$ cat src/rtl/rct_pkg.sv
package rct_pkg;
  typedef enum logic [1:0] {
    ST_IDLE  = 2'd0,
    ST_ARM   = 2'd1,
    ST_COUNT = 2'd2,
    ST_DISCH = 2'd3
  } rct_state_e;

  localparam int DISCH_MULT = 410;
endpackage

$ cat src/rtl/rct_prescaler.sv
module rct_prescaler #(
  parameter int PW = 12
) (
  input  logic          clk,
  input  logic          rst_n,
  input  logic          en,
  input  logic [PW-1:0] div,
  output logic          tick
);
  logic [PW-1:0] pcnt;

  always_ff @(posedge clk or negedge rst_n) begin
    if (!rst_n)           pcnt <= '0;
    else if (!en)         pcnt <= '0;
    else if (pcnt == div) pcnt <= '0;
    else                  pcnt <= pcnt + 1'b1;
  end

  assign tick = en && (pcnt == div);

  // with a nonzero divider two ticks are never adjacent
  p_tick_gap_r2: assert property (@(posedge clk) disable iff (!rst_n)
    (tick && div != '0) |=> !tick);
endmodule

$ cat src/rtl/rct_cmp_edge.sv
module rct_cmp_edge #(
  parameter int SYNC_STAGES = 2
) (
  input  logic clk,
  input  logic rst_n,
  input  logic cmp_async,
  input  logic fall_sel,
  output logic edge_o
);
  logic [SYNC_STAGES-1:0] sync_q;
  logic                   prev_q;
  logic                   cmp_s;

  always_ff @(posedge clk or negedge rst_n) begin
    if (!rst_n) begin
      sync_q <= '0;
      prev_q <= 1'b0;
    end else begin
      sync_q <= {sync_q[SYNC_STAGES-2:0], cmp_async};
      prev_q <= cmp_s;
    end
  end

  assign cmp_s  = sync_q[SYNC_STAGES-1];
  assign edge_o = fall_sel ? (prev_q & ~cmp_s) : (cmp_s & ~prev_q);

  // a detected crossing lasts a single cycle
  p_edge_gap_r5: assert property (@(posedge clk) disable iff (!rst_n)
    edge_o |=> !edge_o);
endmodule

$ cat src/rtl/rct_discharge.sv
module rct_discharge #(
  parameter int PW = 12
) (
  input  logic          clk,
  input  logic          rst_n,
  input  logic          start,
  input  logic [PW-1:0] div,
  output logic          active
);
  import rct_pkg::*;
  localparam int DW = PW + 9;

  logic [DW-1:0] dcnt;
  logic [DW-1:0] last;

  assign last = (DW'(div) + DW'(1)) * DW'(DISCH_MULT) - DW'(1);

  always_ff @(posedge clk or negedge rst_n) begin
    if (!rst_n) begin
      active <= 1'b0;
      dcnt   <= '0;
    end else if (start) begin
      active <= 1'b1;
      dcnt   <= '0;
    end else if (active) begin
      if (dcnt == last) active <= 1'b0;
      else              dcnt   <= dcnt + 1'b1;
    end
  end

  // a discharge run begins on the edge after its start
  p_dis_begin_r6: assert property (@(posedge clk) disable iff (!rst_n)
    start |=> active);
endmodule

$ cat src/rtl/ramp_conv_timer.sv
module ramp_conv_timer #(
  parameter int CW = 16,
  parameter int PW = 12
) (
  input  logic          clk,
  input  logic          rst_n,
  input  logic [PW-1:0] cfg_prescale,
  input  logic          cfg_count_down,
  input  logic          cfg_fall_edge,
  input  logic          cfg_ext_ramp,
  input  logic          conv_start,
  input  logic          ext_start,
  output logic          ext_ready,
  input  logic          cmp_in,
  output logic          cap_charge,
  output logic          cap_discharge,
  output logic [CW-1:0] res_data,
  output logic          res_valid,
  input  logic          res_ready,
  output logic          eoc_irq,
  output logic          wrap_flag,
  input  logic          wrap_clr
);
  import rct_pkg::*;

  rct_state_e    st;
  logic [CW-1:0] cnt;
  logic [PW-1:0] r_div;
  logic          r_down, r_ext, r_pol;
  logic          tick, cmp_edge, at_term, fin, fin_wrap;

  rct_prescaler #(.PW(PW)) u_presc (
    .clk(clk), .rst_n(rst_n), .en(st == ST_COUNT), .div(r_div), .tick(tick)
  );

  rct_cmp_edge #(.SYNC_STAGES(2)) u_edge (
    .clk(clk), .rst_n(rst_n), .cmp_async(cmp_in),
    .fall_sel(r_ext & r_pol), .edge_o(cmp_edge)
  );

  assign at_term  = r_down ? (cnt == '0) : (cnt == '1);
  assign fin_wrap = (st == ST_COUNT) && !cmp_edge && tick && at_term;
  assign fin      = (st == ST_COUNT) && (cmp_edge || (tick && at_term));

  rct_discharge #(.PW(PW)) u_dis (
    .clk(clk), .rst_n(rst_n), .start(fin && !r_ext), .div(r_div),
    .active(cap_discharge)
  );

  assign ext_ready  = (st == ST_ARM);
  assign cap_charge = (st == ST_COUNT) && !r_ext;

  always_ff @(posedge clk or negedge rst_n) begin
    if (!rst_n) begin
      st     <= ST_IDLE;
      cnt    <= '0;
      r_div  <= '0;
      r_down <= 1'b0;
      r_ext  <= 1'b0;
      r_pol  <= 1'b0;
    end else begin
      case (st)
        ST_IDLE: begin
          if (conv_start && !res_valid) begin
            r_div  <= cfg_prescale;
            r_down <= cfg_count_down;
            r_ext  <= cfg_ext_ramp;
            r_pol  <= cfg_fall_edge;
            cnt    <= cfg_count_down ? '1 : '0;
            st     <= cfg_ext_ramp ? ST_ARM : ST_COUNT;
          end
        end
        ST_ARM: begin
          if (ext_start) st <= ST_COUNT;
        end
        ST_COUNT: begin
          if (fin)       st  <= r_ext ? ST_IDLE : ST_DISCH;
          else if (tick) cnt <= r_down ? cnt - 1'b1 : cnt + 1'b1;
        end
        ST_DISCH: begin
          if (!cap_discharge) st <= ST_IDLE;
        end
        default: st <= ST_IDLE;
      endcase
    end
  end

  always_ff @(posedge clk or negedge rst_n) begin
    if (!rst_n) begin
      res_data  <= '0;
      res_valid <= 1'b0;
      eoc_irq   <= 1'b0;
      wrap_flag <= 1'b0;
    end else begin
      eoc_irq <= fin;
      if (fin) begin
        res_data  <= cnt;
        res_valid <= 1'b1;
      end else if (res_valid && res_ready) begin
        res_valid <= 1'b0;
      end
      if (fin_wrap)      wrap_flag <= 1'b1;
      else if (wrap_clr) wrap_flag <= 1'b0;
    end
  end

  // a wrap always ends a conversion with an interrupt
  p_wrap_irq_r3: assert property (@(posedge clk) disable iff (!rst_n)
    $rose(wrap_flag) |-> eoc_irq);
  // on a wrap the result equals the terminal value of the direction
  p_wrap_value_r4: assert property (@(posedge clk) disable iff (!rst_n)
    $rose(wrap_flag) |-> (res_data == (r_down ? {CW{1'b0}} : {CW{1'b1}})));
  // charge and discharge never overlap
  p_no_overlap_r6: assert property (@(posedge clk) disable iff (!rst_n)
    cap_discharge |-> !cap_charge);
  // taking the external start drops the ready signal
  p_ready_drop_r7: assert property (@(posedge clk) disable iff (!rst_n)
    (ext_ready && ext_start) |=> !ext_ready);
  // a pending result holds under back-pressure
  p_hold_r8: assert property (@(posedge clk) disable iff (!rst_n)
    (res_valid && !res_ready) |=> (res_valid && $stable(res_data)));
  // the wrap flag stays set without a clear
  p_sticky_r9: assert property (@(posedge clk) disable iff (!rst_n)
    (wrap_flag && !wrap_clr) |=> wrap_flag);
  // the interrupt is a single-cycle pulse
  p_irq_pulse_r10: assert property (@(posedge clk) disable iff (!rst_n)
    eoc_irq |=> !eoc_irq);
endmodule

$ cat config.mk
export PLATFORM = sky130hd
export DESIGN_NAME = ramp_conv_timer
export DESIGN_NICKNAME = d
export VERILOG_FILES = /design/src/rtl/rct_pkg.sv /design/src/rtl/rct_prescaler.sv /design/src/rtl/rct_cmp_edge.sv /design/src/rtl/rct_discharge.sv /design/src/rtl/ramp_conv_timer.sv
export SDC_FILE = /design/constraint.sdc
export NUM_CORES = 1
export LEC_CHECK = 0
export BUFFER_PORTS_ARGS = -buffer_cell sky130_fd_sc_hd__buf_4
export CAP_MARGIN = 20
export CORE_AREA = 3 3 133 135
export CTS_CLUSTER_SIZE = 24
export DETAILED_ROUTE_END_ITERATION = 8
export DIE_AREA = 0 0 136 138
export GPL_TIMING_DRIVEN = 0
export PLACE_DENSITY = 0.68
export SLEW_MARGIN = 25
export SYNTH_ARGS = -nofsm -noshare
export SYNTH_HDL_FRONTEND = slang
export SYNTH_SLANG_ARGS = --single-unit
$ cat constraint.sdc
create_clock -name clk -period 6.03 [get_ports clk]
set_input_delay 1.206 -clock clk [delete_from_list [all_inputs] [get_ports clk]]
set_output_delay 1.206 -clock clk [all_outputs]
set_load 0.01 [all_outputs]
==> impl_results.md <==
- RSZ-0062 raised after global routing: true
- Setup crit end kind: register
- Post-synth EDFFs: 0
- DIE AREA: 18800 um^2
- Synth warn: 0
- Count leader, synth: dfrtp_1
- Synth Register Bits: just under 90
- Ranking of synthesized cells by area: dfrtp_1 28%, ha_1 12%, fa_1 6.8%
- WL/cell: about 16 um
- Worst hold path class: reg2reg
- # nets final: roughly 1100
- Share of flip-flops with an asynchronous set or reset: between 90% and 100%
- N_diodes: 0
- Mapped cell area: a little under 8000 um^2
- DRT iter0 DRCs: between 300 and 400
- Num CTS Buffers: 9
- Fin crit share: 108%
- CP Class: reg2reg
- Syn avg cell area: roughly 9.0 um^2
- Setup violations, final: 22
- Worst Max-Slew Pin Slew: 0.829 ns
- Max-cap violations: 0
- Clock Path Buffers: 2
- Largest area contributor in the netlist: dfrtp_1
- Worst hold slack: roughly 0.35 ns
- Reg2reg setup slack: -0.47 ns
- Area share of the largest cell type after synthesis: between 20 and 30%
- IO Pins: 44
- CTS clock-pin slew for the worst setup and hold paths: about 0.080 ns
- First-pass DRT Iterations: 4
- Clk Latency, worst-skew pair: approximately 0.36 ns
- Worst r2r path cells: 24
- Cell variety after synth: 83
- CP cell instances: ha_4, and3_4, nand3_4, xnor2_4, ha_4, fa_1, inv_2, fa_1, inv_1, fa_1, ha_4, or3_1, o22a_1, o31ai_4, xor2_2, nand3_2, or4_4, o21a_1, or4_4, a32o_2, buf_4, o211ai_2, xnor2_1, nor2_1
- Worst reg2reg endpoint: u_dis.dcnt[9]
- Die X: 136 um
- Htree depth: 3
- Via count: 6634
- Clk root buf: clkbuf_16
- Fin. max-slew vios: 0
- Post-route DRC: 0
- Area Overhead vs Synth: 22.3%
- Dpl hpwl: roughly 14000 um
- Post-place instance area: ~8700 um^2
- Failing checks: negative setup slack
- Hold endpoint: u_edge.sync_q[1]
- Initial Util: 47.8%
- Slowest Stage Delay on Critical Path: 0.56 ns
- Final WS setup: -0.469 ns
- Pin count of the biggest net entering global routing: 90
- DRT antenna net count: 0
- Crit path from: r_div[0]
- Min Clock Period, post-route: approximately 6.5 ns
- Gr ovfl total: 0
- Mapped Cells: slightly below 900
- Final wirelength: 19200 um
- Port Buf Inserts: 43
- Fillers: between 1000 and 1500
- Run status: complete, but fails checks
- Vias in the first global route: between 6000 and 7000
- Post-layout util: between 50 and 60%
- TritonCTS clock tree: yes
- Total track usage: around a fifth
- Layout cells sized above 1: around 23%
- Worst hold start: u_edge.sync_q[0]
- Hold buffer count at cts: 0
- WP data required: ~6.3 ns
- Slew headroom: about 45%
- Core area: ~17000 um^2
- Fin. Hold Viols: 0
- Top FF cell, synth: dfrtp_1
- Worst Skew: approximately 0.013 ns
- Synthesized Nets: ~1000
- Worst r2r src: r_div[0]
- Startpoint Class: register
- Site Rows: 47
- Max Fclk: approximately 150 MHz
- Clock sink count: 89
- Global-route wire length before repair: ~32000 um
- Most frequent cells after synthesis: 89 x dfrtp_1, 85 x inv_1, 75 x ha_1
- Hold depth: 0
- Initial antenna violation count: 0
- Cell area after layout: 9700 um^2
- Chip Height: 138 um
- CP Max Fanout: 8
- Crit-path slowest cell: fa_1
- Seq/Total Area, Yosys: about 28%
- Vias per cell: between 5 and 6
- Worst EP arrival: around 6.7 ns
- RePlAce Congestion: ~0.83
==> critical path: cells and delay by family, from the launching register on <==
| kind | cells | cell delay, ns |
|---|---|---|
| AOI/OAI and AO/OA | 5 | 1.02 |
| xor gates and xnor gates | 3 | 0.67 |
| adders and majority gates | 6 | 2.16 |
| buffers and inverters | 3 | 0.26 |
| DFF | 1 | 0.42 |
| and+or+nand+nor | 7 | 1.84 |
==> final cells by class <==
class	instances	area [um^2]	area share, %
tap	220	275	2.84
multi-input combinational	679	5830	60.1
sequential	89	2230	23.0
timing repair buffer	82	636	6.55
clock inverter	7	78.8	0.813
buffer	23	105	1.08
clock buffer	9	225	2.32
inverter	85	319	3.29
==> worst max path at each step <==
stage / end / slack [ns] / cells after the start
detailed placement: u_dis.dcnt[18] / -0.93 / 24
CTS: u_dis.dcnt[11] / -0.52 / 23
global placement: u_dis.dcnt[8] / -0.85 / 24
finish: u_dis.dcnt[9] / -0.47 / 24
floorplan: u_dis.dcnt[18] / -0.32 / 23
global route: u_dis.dcnt[18] / -0.78 / 23
==> per-layer routing <==
metal / global-route usage, % / up-vias / part of all wire [%]
li1: - / 3301 / -
met1: 28.8 / 3222 / 48
met2: 33.0 / 86 / 48
met3: 3.16 / 25 / 2.7
met4: 5.20 / 0 / 1.7
met5: 0 / - / 0
==> metrics by stage <==
step	instances	TNS, ns	setup slack [ns]
floorplan	877	-4.19	-0.321
finish	1194	-7.99	-0.469
global route	1194	-14.84	-0.776
detailed placement	1140	-17.50	-0.927
CTS	1175	-9.32	-0.515
global placement	1140	-15.94	-0.849
==> kinds of logic (layout without fill, tap and decap cells) <==
family / count (synthesis) / after routing / share of synthesized area (%)
AND/OR/NAND/NOR: 287 / 287 / 19.5
AO/OA/AOI/OAI: 184 / 185 / 15.1
buffers and inverters: 110 / 206 / 5.35
adder cells (fa/ha/maj): 103 / 103 / 18.8
flip-flops: 89 / 89 / 28.1
XOR/XNOR: 75 / 75 / 9.09
multiplexers: 29 / 29 / 4.07
==> state kept, by name (all words and copies together), names as in the netlist, 2 cells and up <==
| name | flops |
|---|---|
| cnt | 16 |
| u_edge.sync_q | 2 |
| res_data | 16 |
| u_dis.dcnt | 21 |
| r_div | 12 |
| st | 2 |
| u_presc.pcnt | 12 |
==> timing repair <==
item                                    CTS  global route
resized for setup                        33            39
endpoints found under the setup margin   22            22
buffers inserted                         19            20
gates cloned                              1             0
pin swaps                                24            32
==> placed cells by master (no fill, tap or decap), drive strengths merged, types with 19 or more instances in the layout <==
cell	n
o21ai	44
clkbuf	30
inv	89
xnor2	36
ha	75
fa	27
buf	84
nor3	19
nand2	51
nor2	62
xor2	35
nand3	34
dfrtp	89
mux2	26
and3	19
a21oi	55
Power is left out: the tool's default activity adds up to more than one toggle a clock period on the data nets, which glitch-free logic cannot reach.
